### src/rtl/ihs_pkg.sv
package ihs_pkg;
   localparam int DATA_W        = 32;
   localparam int ADR_INIT      = 'h1000;
   localparam int ADR_VERSION   = 'h1004;
   localparam int ADR_STAT_BASE = 'h1020;
   localparam int STAT_STRIDE   = 4;
   localparam int DONE_BIT      = 0;
   localparam int START_BIT     = 1;
   localparam int FEC_LSB       = 8;
   localparam int VER_FIELD_W   = 4;
   localparam int VER_PATCH_LSB = 20;
   localparam int VER_MINOR_LSB = 24;
   localparam int VER_MAJOR_LSB = 28;
   localparam int HOST_START_MIN_MAJOR = 3;

   typedef enum logic [1:0] {
      SEQ_WAIT = 2'd0,
      SEQ_RUN  = 2'd1,
      SEQ_DONE = 2'd2
   } seq_state_e;
endpackage

### src/rtl/ihs_cfg_seq.sv
module ihs_cfg_seq
   import ihs_pkg::*;
#(
   parameter int CFG_CYCLES = 64,
   parameter bit AUTO_START = 1'b0
) (
   input  logic clk,
   input  logic rst_n,
   input  logic start_req,
   output logic cfg_finish,
   output logic cfg_done
);
   localparam int CNT_W = (CFG_CYCLES > 1) ? $clog2(CFG_CYCLES) : 1;
   localparam logic [CNT_W-1:0] CNT_LAST = CNT_W'(CFG_CYCLES - 1);

   seq_state_e state_q;
   logic [CNT_W-1:0] cnt_q;

   assign cfg_finish = (state_q == SEQ_RUN) && (cnt_q == CNT_LAST);
   assign cfg_done   = (state_q == SEQ_DONE);

   always_ff @(posedge clk or negedge rst_n) begin
      if (!rst_n) begin
         state_q <= AUTO_START ? SEQ_RUN : SEQ_WAIT;
         cnt_q   <= '0;
      end else begin
         unique case (state_q)
            SEQ_WAIT: if (start_req) begin
               state_q <= SEQ_RUN;
               cnt_q   <= '0;
            end
            SEQ_RUN: begin
               if (cnt_q == CNT_LAST) state_q <= SEQ_DONE;
               else                   cnt_q   <= cnt_q + 1'b1;
            end
            default: state_q <= SEQ_DONE;
         endcase
      end
   end

   AST_DONE_FROM_RUN: assert property (@(posedge clk) disable iff (!rst_n)
      $rose(cfg_done) |-> $past(state_q == SEQ_RUN));
   AST_DONE_STICKY: assert property (@(posedge clk) disable iff (!rst_n)
      cfg_done |=> cfg_done);
   AST_RUN_BOUNDED: assert property (@(posedge clk) disable iff (!rst_n)
      (state_q == SEQ_RUN) |-> (cnt_q <= CNT_LAST));
endmodule

### src/rtl/ihs_regfile.sv
module ihs_regfile
   import ihs_pkg::*;
#(
   parameter int ADDR_W          = 16,
   parameter int NUM_GROUPS      = 2,
   parameter int LINKS_PER_GROUP = 4,
   parameter int FEC_W           = 2,
   parameter bit AGENT_PRESENT   = 1'b1,
   parameter bit HOST_START      = 1'b1,
   parameter logic [VER_FIELD_W-1:0] VER_MAJOR = 4'd3,
   parameter logic [VER_FIELD_W-1:0] VER_MINOR = 4'd0,
   parameter logic [VER_FIELD_W-1:0] VER_PATCH = 4'd1
) (
   input  logic                         clk,
   input  logic                         rst_n,
   input  logic                         bus_req,
   input  logic                         bus_we,
   input  logic [ADDR_W-1:0]            bus_addr,
   input  logic [DATA_W-1:0]            bus_wdata,
   input  logic [NUM_GROUPS*DATA_W-1:0] grp_status_in,
   input  logic                         cfg_done,
   input  logic                         cfg_finish,
   output logic                         start_pulse,
   output logic [DATA_W-1:0]            bus_rdata,
   output logic                         bus_rvalid
);
   localparam int FEC_BITS = NUM_GROUPS * LINKS_PER_GROUP * FEC_W;
   localparam logic [DATA_W-1:0] VER_WORD = AGENT_PRESENT ?
      ((DATA_W'(VER_MAJOR) << VER_MAJOR_LSB) |
       (DATA_W'(VER_MINOR) << VER_MINOR_LSB) |
       (DATA_W'(VER_PATCH) << VER_PATCH_LSB)) : '0;

   logic                         start_q;
   logic [FEC_BITS-1:0]          fec_q;
   logic [NUM_GROUPS*DATA_W-1:0] stat_q;
   logic [DATA_W-1:0]            rd_mux;
   logic [DATA_W-1:0]            rdata_q;
   logic                         rvalid_q;
   logic                         hit_init;
   logic                         unused_wbits;

   assign unused_wbits = ^bus_wdata;
   assign hit_init     = (bus_addr == ADDR_W'(ADR_INIT));
   assign start_pulse  = HOST_START && bus_req && bus_we && hit_init &&
                         bus_wdata[START_BIT] && !start_q && !cfg_done;

   always_ff @(posedge clk or negedge rst_n) begin
      if (!rst_n) begin
         start_q <= 1'b0;
         fec_q   <= '0;
      end else if (start_pulse) begin
         start_q <= 1'b1;
         fec_q   <= bus_wdata[FEC_LSB +: FEC_BITS];
      end
   end

   always_ff @(posedge clk or negedge rst_n) begin
      if (!rst_n)          stat_q <= '0;
      else if (cfg_finish) stat_q <= grp_status_in;
   end

   always_comb begin
      rd_mux = '0;
      if (hit_init) begin
         rd_mux[DONE_BIT]             = cfg_done;
         rd_mux[START_BIT]            = start_q;
         rd_mux[FEC_LSB +: FEC_BITS]  = fec_q;
      end else if (bus_addr == ADDR_W'(ADR_VERSION)) begin
         rd_mux = VER_WORD;
      end else begin
         for (int g = 0; g < NUM_GROUPS; g++) begin
            if (bus_addr == ADDR_W'(ADR_STAT_BASE + STAT_STRIDE * g))
               rd_mux = stat_q[g*DATA_W +: DATA_W];
         end
      end
   end

   always_ff @(posedge clk or negedge rst_n) begin
      if (!rst_n) begin
         rdata_q  <= '0;
         rvalid_q <= 1'b0;
      end else begin
         rvalid_q <= bus_req && !bus_we;
         if (bus_req && !bus_we) rdata_q <= rd_mux;
      end
   end

   assign bus_rdata  = rdata_q;
   assign bus_rvalid = rvalid_q;

   AST_START_HOLDS: assert property (@(posedge clk) disable iff (!rst_n)
      start_q |=> start_q);
   AST_FEC_FROZEN: assert property (@(posedge clk) disable iff (!rst_n)
      (start_q || cfg_done) |=> $stable(fec_q));
   AST_STAT_ZERO_EARLY: assert property (@(posedge clk) disable iff (!rst_n)
      !cfg_done |-> (stat_q == '0));
   AST_RVALID_AFTER_READ: assert property (@(posedge clk) disable iff (!rst_n)
      bus_rvalid |-> $past(bus_req && !bus_we));
endmodule

### src/rtl/ihs_spi_gate.sv
module ihs_spi_gate #(
   parameter bit ALWAYS_HOST = 1'b0
) (
   input  logic clk,
   input  logic rst_n,
   input  logic cfg_done,
   input  logic cfg_finish,
   input  logic host_spi_req,
   output logic spi_host_own,
   output logic spi_req_out
);
   logic own_q;

   generate
      if (ALWAYS_HOST) begin : g_free
         logic unused_seq;
         assign unused_seq = cfg_done ^ cfg_finish;
         always_ff @(posedge clk or negedge rst_n) begin
            if (!rst_n) own_q <= 1'b0;
            else        own_q <= 1'b1;
         end
      end else begin : g_handoff
         always_ff @(posedge clk or negedge rst_n) begin
            if (!rst_n)          own_q <= 1'b0;
            else if (cfg_finish) own_q <= 1'b1;
         end
         AST_OWN_MATCHES_DONE: assert property (@(posedge clk) disable iff (!rst_n)
            spi_host_own == cfg_done);
      end
   endgenerate

   assign spi_host_own = own_q;
   assign spi_req_out  = host_spi_req && own_q;

   AST_OWN_STICKY: assert property (@(posedge clk) disable iff (!rst_n)
      spi_host_own |=> spi_host_own);
   AST_SPI_BLOCKED: assert property (@(posedge clk) disable iff (!rst_n)
      !spi_host_own |-> !spi_req_out);
endmodule

### src/rtl/link_init_handshake.sv
module link_init_handshake
   import ihs_pkg::*;
#(
   parameter int ADDR_W          = 16,
   parameter int NUM_GROUPS      = 2,
   parameter int LINKS_PER_GROUP = 4,
   parameter int FEC_W           = 2,
   parameter int CFG_CYCLES      = 64,
   parameter bit AGENT_PRESENT   = 1'b1,
   parameter logic [3:0] VER_MAJOR = 4'd3,
   parameter logic [3:0] VER_MINOR = 4'd0,
   parameter logic [3:0] VER_PATCH = 4'd1
) (
   input  logic                         clk,
   input  logic                         rst_n,
   input  logic                         bus_req,
   input  logic                         bus_we,
   input  logic [ADDR_W-1:0]            bus_addr,
   input  logic [31:0]                  bus_wdata,
   output logic [31:0]                  bus_rdata,
   output logic                         bus_rvalid,
   input  logic [NUM_GROUPS*32-1:0]     grp_status_in,
   input  logic                         host_spi_req,
   output logic                         spi_req_out,
   output logic                         spi_host_own
);
   localparam int FEC_BITS   = NUM_GROUPS * LINKS_PER_GROUP * FEC_W;
   localparam bit HOST_START = AGENT_PRESENT && (int'(VER_MAJOR) >= HOST_START_MIN_MAJOR);
   localparam bit AUTO_START = AGENT_PRESENT && !HOST_START;

   generate
      if (FEC_LSB + FEC_BITS > DATA_W) begin : g_bad_fec
         $error("FEC fields do not fit in the init register");
      end
      if (CFG_CYCLES < 1) begin : g_bad_cfg
         $error("CFG_CYCLES must be at least 1");
      end
      if (ADDR_W < 13) begin : g_bad_addr
         $error("ADDR_W too narrow for the register map");
      end
   endgenerate

   logic start_pulse;
   logic cfg_finish;
   logic cfg_done;

   generate
      if (AGENT_PRESENT) begin : g_agent
         ihs_cfg_seq #(
            .CFG_CYCLES (CFG_CYCLES),
            .AUTO_START (AUTO_START)
         ) u_seq (
            .clk        (clk),
            .rst_n      (rst_n),
            .start_req  (start_pulse),
            .cfg_finish (cfg_finish),
            .cfg_done   (cfg_done)
         );
      end else begin : g_no_agent
         logic unused_start;
         assign unused_start = start_pulse;
         assign cfg_finish   = 1'b0;
         assign cfg_done     = 1'b0;
      end
   endgenerate

   ihs_regfile #(
      .ADDR_W          (ADDR_W),
      .NUM_GROUPS      (NUM_GROUPS),
      .LINKS_PER_GROUP (LINKS_PER_GROUP),
      .FEC_W           (FEC_W),
      .AGENT_PRESENT   (AGENT_PRESENT),
      .HOST_START      (HOST_START),
      .VER_MAJOR       (VER_MAJOR),
      .VER_MINOR       (VER_MINOR),
      .VER_PATCH       (VER_PATCH)
   ) u_regs (
      .clk           (clk),
      .rst_n         (rst_n),
      .bus_req       (bus_req),
      .bus_we        (bus_we),
      .bus_addr      (bus_addr),
      .bus_wdata     (bus_wdata),
      .grp_status_in (grp_status_in),
      .cfg_done      (cfg_done),
      .cfg_finish    (cfg_finish),
      .start_pulse   (start_pulse),
      .bus_rdata     (bus_rdata),
      .bus_rvalid    (bus_rvalid)
   );

   ihs_spi_gate #(
      .ALWAYS_HOST (!AGENT_PRESENT)
   ) u_gate (
      .clk          (clk),
      .rst_n        (rst_n),
      .cfg_done     (cfg_done),
      .cfg_finish   (cfg_finish),
      .host_spi_req (host_spi_req),
      .spi_host_own (spi_host_own),
      .spi_req_out  (spi_req_out)
   );
endmodule

### config.mk
export PLATFORM = sky130hd
export DESIGN_NAME = link_init_handshake
export DESIGN_NICKNAME = d
export VERILOG_FILES = /design/src/rtl/ihs_pkg.sv /design/src/rtl/ihs_cfg_seq.sv /design/src/rtl/ihs_regfile.sv /design/src/rtl/ihs_spi_gate.sv /design/src/rtl/link_init_handshake.sv
export SDC_FILE = /design/constraint.sdc
export NUM_CORES = 1
export LEC_CHECK = 0
export BUFFER_PORTS_ARGS = -buffer_cell sky130_fd_sc_hd__buf_2
export CORE_ASPECT_RATIO = 0.9
export CORE_UTILIZATION = 40
export DETAILED_ROUTE_END_ITERATION = 12
export PLACE_DENSITY = 0.73
export REMOVE_ABC_BUFFERS = 1
export SYNTH_ARGS = -nofsm -noshare
export SYNTH_HDL_FRONTEND = slang
export SYNTH_HIERARCHICAL = 1
export SYNTH_SLANG_ARGS = --single-unit
### constraint.sdc
create_clock -name clk -period 2.3 [get_ports clk]
set_input_delay 0.23 -clock clk [delete_from_list [all_inputs] [get_ports clk]]
set_output_delay 0.23 -clock clk [all_outputs]
set_load 0.005 [all_outputs]
Yosys cells after proc, flatten, opt, wreduce, memory -nomap -nowiden

Cells that the tools add are included.

Flip-flop bits (word level): 123

Add/subtract/negate cells: 1
Eq/ne operators: 10
Mux-type cells: 13
Reduce and logical (&&, ||, !) cells: 15

Operators with widths:

| kind                                                                    | count |
|---|---|
| 32-bit 2-to-1 mux                                                       | 3 |
| 16-bit by 13-bit equality test with 1-bit output, second input constant | 4 |
| 6-bit 2-to-1 mux                                                        | 3 |
| 16-bit 2-to-1 mux                                                       | 1 |
| 6-bit one-hot mux with 2 select lines                                   | 1 |
| 1-bit logical AND                                                       | 8 |
| 8-bit 2-to-1 mux                                                        | 1 |
| 6-bit by 1-bit adder with 6-bit output, second input constant           | 1 |
| 6-bit equality test, second input constant                              | 1 |
| 2-bit 2-to-1 mux                                                        | 3 |
| 2-bit != test, second input constant                                    | 2 |
| 2-bit one-hot mux with 2 select lines                                   | 1 |
| 1-bit logical NOT                                                       | 3 |
| 3-bit AND reduction                                                     | 1 |
| 2-bit by 1-bit equality test with 1-bit output, second input constant   | 1 |
| 2-bit equality test, second input constant                              | 1 |
| 2-bit logical NOT                                                       | 1 |
| 2-bit by 1-bit != test with 1-bit output, second input constant         | 1 |
| 2-bit AND reduction                                                     | 1 |
| 2-bit nonzero test                                                      | 1 |

Longest topological paths before layout

Word-level depth: 7
Depth in mapped cells: 9

Modules after synthesis

The synthesis kept the hierarchy.

By module, submodules not included:

| module       | times used | cells an instance | area each (sq um) |
|---|---|---|---|
| ihs_regfile  | 1          | 358               | 4697.0 |
| ihs_cfg_seq  | 1          | 49                | 464.2 |
| ihs_spi_gate | 1          | 3                 | 38.8 |

Worst setup path after synthesis

OpenSTA, ideal clock, no wires.

Kind: input to register
From: input bus_addr[9]
To: register g_agent.u_seq.cnt_q[4]
Setup time: 0.120 ns
Data arrival time: 2.391 ns
Data required time: 2.180 ns
Slack: -0.211 ns
Stages on the path: 8
Cells stage by stage: or4b_1 buf_2 nor4_4 nand2_4 buf_6 inv_1 or3b_2 and3_1

Longest elaborated chain between the ends: 7

RTL lines:

| item                                                      | RTL line                  | RTL |
|---|---|---|
| start: declaration                                        | link_init_handshake.sv:18 | `input logic [ADDR_W-1:0] bus_addr,` |
| 16-bit by 13-bit equality test with 1-bit output          | ihs_regfile.sv:43         | `assign hit_init = (bus_addr == ADDR_W'(ADR_INIT));` |
| 1-bit logical AND (2 in a row)                            | ihs_regfile.sv:44         | `assign start_pulse = HOST_START && bus_req && bus_we && hit_init &&` |
| 1-bit logical AND (2 in a row)                            | ihs_regfile.sv:45         | `bus_wdata[START_BIT] && !start_q && !cfg_done;` |
| net start_pulse                                           | link_init_handshake.sv:43 | `logic start_pulse;` |
| 2-bit by 1-bit != test with 1-bit output (no source line) | --                        |  |
| 3-bit AND reduction (no source line)                      | --                        |  |
| end signal: assignment                                    | ihs_cfg_seq.sv:34         | `else cnt_q <= cnt_q + 1'b1;` |
| end: declaration                                          | ihs_cfg_seq.sv:17         | `logic [CNT_W-1:0] cnt_q;` |

The timed path passes the listed nets, and every way through them passes these cells.
A chain may end at the register's enable or synchronous reset.

Worst setup path after layout

From: register g_agent.u_seq.cnt_q[0]
To: register u_regs.stat_q[17]

Longest elaborated chain between the ends: 2

RTL lines:

| item                   | RTL line                  | RTL |
|---|---|---|
| 6-bit equality test    | ihs_cfg_seq.sv:19         | `assign cfg_finish = (state_q == SEQ_RUN) && (cnt_q == CNT_LAST);` |
| 1-bit logical AND      | ihs_cfg_seq.sv:19         |  |
| net cfg_finish         | link_init_handshake.sv:44 | `logic cfg_finish;` |
| end signal: assignment | ihs_regfile.sv:59         | `else if (cfg_finish) stat_q <= grp_status_in;` |
| end: declaration       | ihs_regfile.sv:35         | `logic [NUM_GROUPS*DATA_W-1:0] stat_q;` |

The timed path passes the listed nets, and every way through them passes these cells.

==> results.json <==
{
  "cts.repair.resized": 0,
  "wl_um": 12270,
  "period_needed_ns": 2.093,
  "grt_pass1_vias": 3963,
  "ys_seq_area_frac": 0.5919,
  "hold_violations": 0,
  "p_leak_nw": 3.443,
  "fp.dieW_um": 122.2,
  "drc": 0,
  "hpwl_um": 8040,
  "clkLatencyLatePin_ns": 0.40,
  "fin_crit_sh": 0.9098,
  "timing.fmax_mhz": 477.9,
  "grt_setup_unrepaired": "false",
  "path_max_fanout": 39,
  "ys_seq_elements": 123,
  "syn_area_um2": 5200,
  "area_growth_pct": 31.06,
  "slew_headroom": 0.5490,
  "crit_chain": "ha_1, nand3_1, nor2_1, and3_2, buf_12, mux2_2",
  "critPathLaunchType": "register",
  "criticalPathCategory": "register to register",
  "antenna_found_initial": 0,
  "synth.distinct_cells": 46,
  "drt_iter0_drc": 204,
  "avgViaCountPerCell": 5.277,
  "power_density_nw_per_um2": 784.0,
  "worstMarginPinSlew_ns": 0.6765,
  "critical_path_required_ns": 2.58,
  "start_util": 0.4099,
  "cts_tree": "done",
  "avgRoutedWirePerCell_um": 16.80,
  "cts-root-buf": "clkbuf_16",
  "async_reset_ff_frac": 1.000,
  "num_rows": 39,
  "grt_max_degree": 124,
  "tns_ns": 0,
  "clkTransAtPathRegs_ns": 0.05,
  "via_count": 3852,
  "peakVddDrop_v": 0.0006586,
  "numCtsBuffers": 17,
  "place_area_um2": 6156,
  "fill_cells": 1122,
  "drive_gt1_frac": 0.4806,
  "hold_buffers": 1,
  "ioPinCount": 152,
  "final_area_um2": 6815,
  "slew_violations": 0,
  "yosysWarnings": 6,
  "cpPeakStageDelay_ns": 0.43,
  "synth_ff_type": "dfrtp_1",
  "grt-ovfl-total": 0,
  "final_util": 0.5372,
  "clock_path_buffers": 2,
  "fin_hold_ws_ns": 0.05660,
  "drv_cap": 0,
  "avgSynthCellArea_um2": 12.68,
  "dieArea_um2": 13460,
  "status": "finished, final reports clean",
  "h-tree-depth": 4,
  "grt_first_pass_wirelength_um": 19350,
  "setup_violations": 0,
  "fin_skew_ns": 0.007666,
  "coreArea_um2": 12690,
  "cpMaxStageDelayCell": "dfrtp_1",
  "cts_num_sinks": 123,
  "grt_usage": 0.1912,
  "nNetsFinal": 671,
  "antenna_cells": 0,
  "end_kind": "register",
  "postRouteAntennaNets": 0,
  "arrival_ns": 2.37,
  "numPortBuffers": 136,
  "hp-class": "primary input to register",
  "firstDrtPassIters": 4,
  "post-cts-setup-buffers": 0,
  "gp_congestion": 0.7855,
  "syn_inst": 410,
  "synth_enable_flop_cells": 0,
  "fp.dieH_um": 110.2
}
worst max-delay path: cells and delay by family (launching register included):
| family | cells | cell delay [ns] |
|---|---|---|
| muxes | 1 | 0.37 |
| and+or+nand+nor | 3 | 0.66 |
| DFF | 1 | 0.43 |
| buffers and inverters | 1 | 0.24 |
| adders and majority gates | 1 | 0.24 |
cell usage in the layout, fill, tap and decap left out, types with 2 or more instances in the layout:
| master | instances |
|---|---|
| nand2b_1 | 4 |
| mux2_2 | 72 |
| mux2_4 | 8 |
| clkbuf_8 | 6 |
| clkinv_2 | 2 |
| dfrtp_1 | 123 |
| or3_1 | 2 |
| nor2_1 | 17 |
| nor4_2 | 2 |
| a22oi_1 | 31 |
| nand2_1 | 22 |
| and3_1 | 2 |
| bufinv_16 | 4 |
| or4_1 | 3 |
| or4b_2 | 2 |
| nand4_1 | 2 |
| clkbuf_16 | 17 |
| a31oi_1 | 3 |
| and2_1 | 2 |
| clkbuf_1 | 3 |
| nand3_1 | 8 |
| inv_1 | 4 |
| o211ai_1 | 4 |
| a21oi_1 | 28 |
| buf_12 | 5 |
| buf_2 | 135 |
| o21ai_0 | 17 |
| nor4_1 | 3 |
| buf_4 | 10 |
sequential cells by signal, summed over array words and instances, names as in the netlist:
register,cells
u_regs/fec_q,16
u_gate/spi_host_own,1
u_regs/bus_rdata,32
u_regs/start_q,1
u_regs/stat_q,64
g_agent.u_seq/state_q,2
g_agent.u_seq/cnt_q,6
u_regs/bus_rvalid,1
routing by layer:
layer / track usage / part of all wire
met1: 0.2404 / 0.45
met2: 0.3184 / 0.48
met3: 0.05813 / 0.061
met4: 0.05662 / 0.0079
met5: 0 / 0
metrics by stage:
stage	total power, mW	instances	setup WS [ns]
final	5.343	730	0.2074
after global routing	5.541	730	0.09111
after CTS	5.413	730	0.2204
after detailed placement	2.502	697	0.07457
after global placement	2.492	697	0.1019
after floorplan	2.305	383	-1.483
synth_stat cells (all sizes together), types with 3 or more instances:
| cell | instances | share of area |
|---|---|---|
| a22oi | 31 | 0.045 |
| and3 | 3 | 0.0036 |
| nand2b | 5 | 0.0060 |
| or4 | 3 | 0.0043 |
| o21ai | 17 | 0.016 |
| inv | 4 | 0.0029 |
| nor2 | 17 | 0.012 |
| buf | 6 | 0.0070 |
| or4b | 3 | 0.0058 |
| a31oi | 3 | 0.0036 |
| o211ai | 4 | 0.0058 |
| dfrtp | 123 | 0.59 |
| a21oi | 28 | 0.027 |
| nand2 | 23 | 0.018 |
| nor4 | 6 | 0.010 |
| clkbuf | 21 | 0.015 |
| mux2 | 80 | 0.18 |
| nand3 | 8 | 0.0077 |
| and2 | 3 | 0.0039 |
worst paths after layout:
kind / slack, ns / start / endpoint / depth (start not counted)
worst max-delay path: 0.21 / g_agent.u_seq/cnt_q[0] / u_regs/stat_q[17] / 6
worst min-delay path: 0.06 / grp_status_in[18] / u_regs/stat_q[18] / 2
worst max register to register: 0.21 / g_agent.u_seq/cnt_q[0] / u_regs/stat_q[17] / 6
worst min register to register: 0.48 / u_gate/spi_host_own / u_gate/spi_host_own / 1
max in group asynchronous: 1.32 / rst_n / u_regs/fec_q[13] / 3
min in group asynchronous: 0.43 / rst_n / u_regs/stat_q[32] / 3
kinds of logic (layout without fill, tap and decap cells):
| group | Yosys count | in the layout | share of synthesized area |
|---|---|---|---|
| fa+ha+maj | 1 | 1 | 0.002406 |
| simple gates | 83 | 83 | 0.08975 |
| mux | 80 | 80 | 0.1790 |
| compound gates | 92 | 92 | 0.1116 |
| buf+inv | 31 | 187 | 0.02526 |
| flops | 123 | 123 | 0.5919 |
final cells by class:
type                            instances  area (um^2)  share of cell area
Tap cell                              164        205.2             0.03011
Clock buffer                           26        519.2             0.07619
Sequential cell                       123         3078              0.4516
Multi-Input combinational cell        256         2007              0.2945
Inverter                                4        15.01            0.002203
Clock inverter                          6        130.1             0.01909
Timing Repair Buffer                  151        860.8              0.1263
power by group:
part	internal (mW)	switching, mW	total (mW)	leakage [nW]
sequential	2.20	0.0184	2.21	1.67
clock	1.99	0.895	2.88	0.321
combinational	0.115	0.133	0.248	1.45
Power figures use the tool's default switching activity.
